## config.mk

```make
export PLATFORM = sky130hd
export DESIGN_NAME = wdog_escalator
export DESIGN_NICKNAME = d
export VERILOG_FILES = /design/src/rtl/wdog_pkg.sv /design/src/rtl/wdog_counter.sv /design/src/rtl/wdog_ctrl.sv /design/src/rtl/wdog_escalator.sv
export SDC_FILE = /design/constraint.sdc
export NUM_CORES = 1
export LEC_CHECK = 0
export BUFFER_PORTS_ARGS = -buffer_cell sky130_fd_sc_hd__buf_4
export CAP_MARGIN = 10
export CORE_UTILIZATION = 57
export DETAILED_ROUTE_END_ITERATION = 16
export GPL_ROUTABILITY_DRIVEN = 0
export PLACE_DENSITY = 0.82
export SKIP_LAST_GASP = 1
export SYNTH_ARGS = -nofsm -noshare
export SYNTH_HDL_FRONTEND = slang
export SYNTH_SLANG_ARGS = --single-unit
```

## constraint.sdc

```tcl
create_clock -name clk -period 4.6 [get_ports clk]
set_input_delay 0 -clock clk [delete_from_list [all_inputs] [get_ports clk]]
set_output_delay 0 -clock clk [all_outputs]
set_load 0.005 [all_outputs]
```

## src/rtl/wdog_pkg.sv

```systemverilog
package wdog_pkg;
  typedef enum logic [1:0] {
    ST_RUN         = 2'd0,
    ST_WARNED      = 2'd1,
    ST_RESET_PULSE = 2'd2
  } wdState_e;

  typedef struct packed {
    logic reload;
    logic decEn;
  } ctrlStrobes_t;
endpackage

```

## src/rtl/wdog_counter.sv

```systemverilog
module wdog_counter #(
  parameter int CNT_W = 12
) (
  input  logic                     clk,
  input  logic                     rstN,
  input  wdog_pkg::ctrlStrobes_t   strobes,
  input  logic [CNT_W-1:0]         timeoutCfg,
  output logic [CNT_W-1:0]         count,
  output logic                     expired
);
  localparam logic [CNT_W-1:0] ZERO = '0;
  localparam logic [CNT_W-1:0] ONE  = {{(CNT_W-1){1'b0}}, 1'b1};

  always_ff @(posedge clk) begin
    if (!rstN) begin
      count <= timeoutCfg;
    end else if (strobes.reload) begin
      count <= timeoutCfg;
    end else if (strobes.decEn && (count != ZERO)) begin
      count <= count - ONE;
    end
  end

  assign expired = (count == ZERO);
endmodule

```

## src/rtl/wdog_ctrl.sv

```systemverilog
module wdog_ctrl (
  input  logic                    clk,
  input  logic                    rstN,
  input  logic                    expired,
  input  logic                    ackStrobe,
  input  logic                    irqClear,
  output wdog_pkg::ctrlStrobes_t  strobes,
  output wdog_pkg::wdState_e      ctrlState,
  output logic                    irqOut,
  output logic                    resetReq
);
  import wdog_pkg::*;

  wdState_e stateNext;
  logic     setIrq;
  logic     dropIrq;

  always_comb begin
    stateNext      = ctrlState;
    strobes.reload = 1'b0;
    strobes.decEn  = 1'b1;
    setIrq         = 1'b0;
    dropIrq        = 1'b0;
    if (ackStrobe) begin
      stateNext      = ST_RUN;
      strobes.reload = 1'b1;
      dropIrq        = 1'b1;
    end else begin
      unique case (ctrlState)
        ST_RUN: begin
          if (expired) begin
            stateNext      = ST_WARNED;
            strobes.reload = 1'b1;
            setIrq         = 1'b1;
          end
        end
        ST_WARNED: begin
          if (expired) begin
            stateNext      = ST_RESET_PULSE;
            strobes.reload = 1'b1;
          end
        end
        ST_RESET_PULSE: begin
          stateNext      = ST_RUN;
          strobes.reload = 1'b1;
          dropIrq        = 1'b1;
        end
        default: begin
          stateNext      = ST_RUN;
          strobes.reload = 1'b1;
          dropIrq        = 1'b1;
        end
      endcase
    end
  end

  always_ff @(posedge clk) begin
    if (!rstN) begin
      ctrlState <= ST_RUN;
      irqOut    <= 1'b0;
    end else begin
      ctrlState <= stateNext;
      if (dropIrq)       irqOut <= 1'b0;
      else if (setIrq)   irqOut <= 1'b1;
      else if (irqClear) irqOut <= 1'b0;
    end
  end

  assign resetReq = (ctrlState == ST_RESET_PULSE);
endmodule

```

## src/rtl/wdog_escalator.sv

```systemverilog
module wdog_escalator #(
  parameter int CNT_W = 12
) (
  input  logic             clk,
  input  logic             rstN,
  input  logic [CNT_W-1:0] timeoutCfg,
  input  logic             ackStrobe,
  input  logic             irqClear,
  output logic             irqOut,
  output logic             resetReq
);
  import wdog_pkg::*;

  ctrlStrobes_t     strobes;
  wdState_e         ctrlState;
  logic [CNT_W-1:0] count;
  logic             expired;

  wdog_counter #(.CNT_W(CNT_W)) u_counter (
    .clk        (clk),
    .rstN       (rstN),
    .strobes    (strobes),
    .timeoutCfg (timeoutCfg),
    .count      (count),
    .expired    (expired)
  );

  wdog_ctrl u_ctrl (
    .clk       (clk),
    .rstN      (rstN),
    .expired   (expired),
    .ackStrobe (ackStrobe),
    .irqClear  (irqClear),
    .strobes   (strobes),
    .ctrlState (ctrlState),
    .irqOut    (irqOut),
    .resetReq  (resetReq)
  );
endmodule

```

# Word-level counts from Yosys, hierarchy flattened
# Cells that the tools add are included.
# totals
regBits,15
out_inout_bits,2
elab_cells,33
in_bits,16
# op_classes
eq_ne,5
reduce_logical,8
bitwise_logic,1
addsub,1
n_mux,15
# ops
op,n
12-bit two-way mux,3
12-bit zero test,1
12-bit nonzero test,1
12-bit by 1-bit subtractor with 12-bit output (second input constant),1
1-bit two-way mux,9
2-bit OR reduction,3
2-bit two-way mux,2
2-bit inequality test (second input constant),2
2-bit case mux with 2 select lines,1
3-bit by 1-bit inequality test with 1-bit output (second input constant),1
2-bit by 1-bit == test with 1-bit output (second input constant),1
2-bit == test (second input constant),1
2-bit zero test,1
2-bit AND reduction,1
2-bit nonzero test,1
1-bit NOT,1

# Depth between registers and ports, before layout
# logic_depth
word_depth,6
mapped_depth,7
mapped_depth_nobuf,6

# By module
# From an unflattened synthesis, not the netlist that was laid out.
# hier_totals
cells_unflattened,93
area_unflattened_um2,894.6
# modules_own_cells
mod,area_each_um2,n_inst,cells_per_inst,seq_area_each_um2
wdog_counter,763.2,1,78,360.3
wdog_ctrl,131.4,1,15,60.1

# Worst setup path before layout
# No wires, ideal clock.
# synth_timing
kind,flip-flop to flip-flop
start,register u_counter.count[4]
end,"register u_counter.count[0], data pin"
period_less_slack_ns,1.994
slack_ns,2.606
stages_incl_launch_ff,7
path_buffers,2
required_time_ns,4.340
setup_ns,0.260
arrival_time_ns,1.734
cell_sequence,edfxtp_1 or4_1 buf_2 nor2_4 a31oi_2 buf_6 mux2_4
# synth_via
elab_chain_len,6
# synth_rtl
item,line_no,text
start: declaration,wdog_counter.sv:8,"output logic [CNT_W-1:0] count,"
start signal: assignment,wdog_counter.sv:16,count <= timeoutCfg;
start signal: assignment,wdog_counter.sv:18,count <= timeoutCfg;
start signal: assignment,wdog_counter.sv:20,count <= count - ONE;
12-bit zero test,wdog_counter.sv:24,assign expired = (count == ZERO);
1-bit two-way mux,"wdog_ctrl.sv:31, wdog_ctrl.sv:38",
1-bit two-way mux,--,
1-bit two-way mux,wdog_ctrl.sv:24,if (ackStrobe) begin
12-bit two-way mux,wdog_counter.sv:17,end else if (strobes.reload) begin
12-bit two-way mux,wdog_counter.sv:15,if (!rstN) begin
# No other way between the ends.
# A chain may end at the register's enable or synchronous reset.

# Final worst setup path
# layout_timing
start,register u_counter.count[4]
end,"register u_counter.count[3], data pin"
# The elaborated chain is that of the path after synthesis.

==> results.yml <==
setup_path:
  r2r_slack_ns: 2.26
  arrival_ns: 2.38
  crit_fanout: 11
  cp-end-kind: "flip-flop"
  r2r-start: "u_counter.count[4]"
  start_kind: "flip-flop"
  criticalPathCategory: "flip-flop to flip-flop"
  worst_ep_required_time_ns: 4.64
  cp-startpoint: "u_counter.count[4]"
power_and_ir_drop:
  p_leak_nw: 0.491
  power_density_nw_per_um2: 251
  ir_worst_vdd_v: 0.000230
  total_power_mw: 0.289
outcome:
  outcome: "finished, final reports clean"
global_route:
  first_global_vias: 597
  antenna_found_initial: 0
  grt_usage: 0.196
  grt_start_max_net_pins: 12
  gr-total-overflow: 0
  grt_pass1_wl_um: 2620
placement:
  io_buffers: 17
  dp_hpwl_um: 1120
detailed_routing:
  drt-pass1-iter-count: 4
  vias: 642
  ant_nets: 0
  drt_iter0_markers: 7
  routed_wl_um: 1500
  drc_errors: 0
  wl_per_cell_um: 12.0
  avgViaCountPerCell: 5.14
cells_and_area:
  utilization: 0.755
  drive_above_1_share: 0.349
  nNetsFinal: 128
  mostFrequentLayoutCell: "buf_4"
  antenna_cells: 0
  final_cell_mix: "buf_4 (17), edfxtp_1 (12), conb_1 (12)"
  fillers: 114
  syn_to_final_growth_pct: 21.9
  regArea_um2: 420
  multiInputGateArea_um2: 523
synth:
  synth-edff-count: 12
  synth_area_um2: 945
  avgSynthCellArea_um2: 12.0
  async_flop_share: 0
  yosysWarnings: 0
  synthCells: 79
  ys_types: 35
  seq_area_frac_synth: 0.445
  ys.flop_type: "edfxtp_1"
  ys_ff_latch: 15
run:
  timing.max_cap.violations: 0
timing:
  period_share: 0.509
  hold_ws_ns: 0.00453
  relSlewSlack: 0.373
  skew_ns: 0.00898
  slew_viol_final: 0
  finalSetupViolCount: 0
  fin_tns_setup_ns: 0
  grt_setup_unrepaired: "false"
  min_period_ns: 2.34
  worst_pin_slew_ns: 0.938
  finalHoldViolations: 0
  max_freq_mhz: 427
floorplanning:
  die_x_um: 42.7
  start_util: 0.620
  rows: 14
  io_pins: 18
  die_area_um2: 1820
  core-area_um2: 1520
  chipHeight_um: 42.7
clock_tree:
  cts-root-buf: "clkbuf_4"
  clock_latency_ns: 0.29
  cts_buffers: 3
  clockBufferDepth: 2
  path_clk_slew_ns: 0.10
  clock-sinks: 15
  cts_tree: "yes"
  htree_levels: 1
min_path:
  hp-start: "timeoutCfg[11]"
  hp-class: "input pin to flip-flop"
## cell type report
type / count / area share
Clock inverter: 1 / 0.00435
Tap cell: 16 / 0.0174
Multi-Input combinational cell: 66 / 0.454
Sequential cell: 15 / 0.365
Inverter: 6 / 0.0196
Timing Repair Buffer: 18 / 0.120
Clock buffer: 3 / 0.0196
## per-layer routing
metal | vias to the layer above | wire [um] | global-route usage
li1 | 329 | - | -
met1 | 288 | 716 | 0.284
met2 | 21 | 717 | 0.294
met3 | 4 | 51 | 0.0383
met4 | 0 | 17 | 0.0688
met5 | - | 0 | 0
## stage by stage
stage                     instance area, um^2  std cells  setup WS [ns]
after global placement                   1110        120           2.35
after detailed placement                 1110        120           2.28
after CTS                                1150        125           2.26
after global routing                     1150        125           2.16
final                                    1150        125           2.26
after floorplan                           986         90           2.61
## state kept, by name, summed over array words and instances, names as in the netlist
register,count
u_ctrl.ctrlState,2
u_ctrl.irqOut,1
u_counter.count,12
## synthesized netlist by cell type (2+ instances only)
master	count	area (um^2)
dfxtp_1	3	60.1
edfxtp_1	12	360
ha_1	2	25.0
nor3_1	2	10.0
mux2_4	9	135
or2_2	2	12.5
a21oi_1	2	10.0
nand2b_1	3	18.8
inv_1	6	22.5
or4_1	2	15.0
xnor2_1	3	26.3
nand2_1	3	11.3
xor2_1	5	43.8
nor2_1	4	15.0
## final timing paths
path,cells past startpoint,to
max,4,u_counter.count[3]
min,2,u_counter.count[11]
max reg2reg,4,u_counter.count[3]
min reg2reg,2,u_ctrl.ctrlState[1]
## kinds of logic after synthesis
| kind of cell | synth area share |
|---|---|
| simple gates | 0.172 |
| compound gates | 0.0676 |
| flops | 0.445 |
| fa+ha+maj | 0.0265 |
| buf+inv | 0.0450 |
| other cells | 0.00397 |
| mux | 0.166 |
| xor+xnor | 0.0742 |
## critical path, stage by stage, from the launching register on
cell and delay (ns):
edfxtp_1 0.46, or4_1 0.71, nor2_4 0.14, a31oi_2 0.36, mux2_4 0.42
## repair_timing
item / CTS / global route
endpoints found under the hold margin: 1 / 0
gates resized for setup: 0 / 0
buffers inserted: 0 / 0
hold buffers: 1 / 0
## power breakdown
group	leakage, nW	internal [mW]	switching (mW)	total (mW)
clock	0.0177	0.0323	0.0450	0.0773
sequential	0.141	0.157	0.00776	0.165
combinational	0.332	0.0290	0.0184	0.0474
No activity file was read; power rests on OpenSTA's default activity.
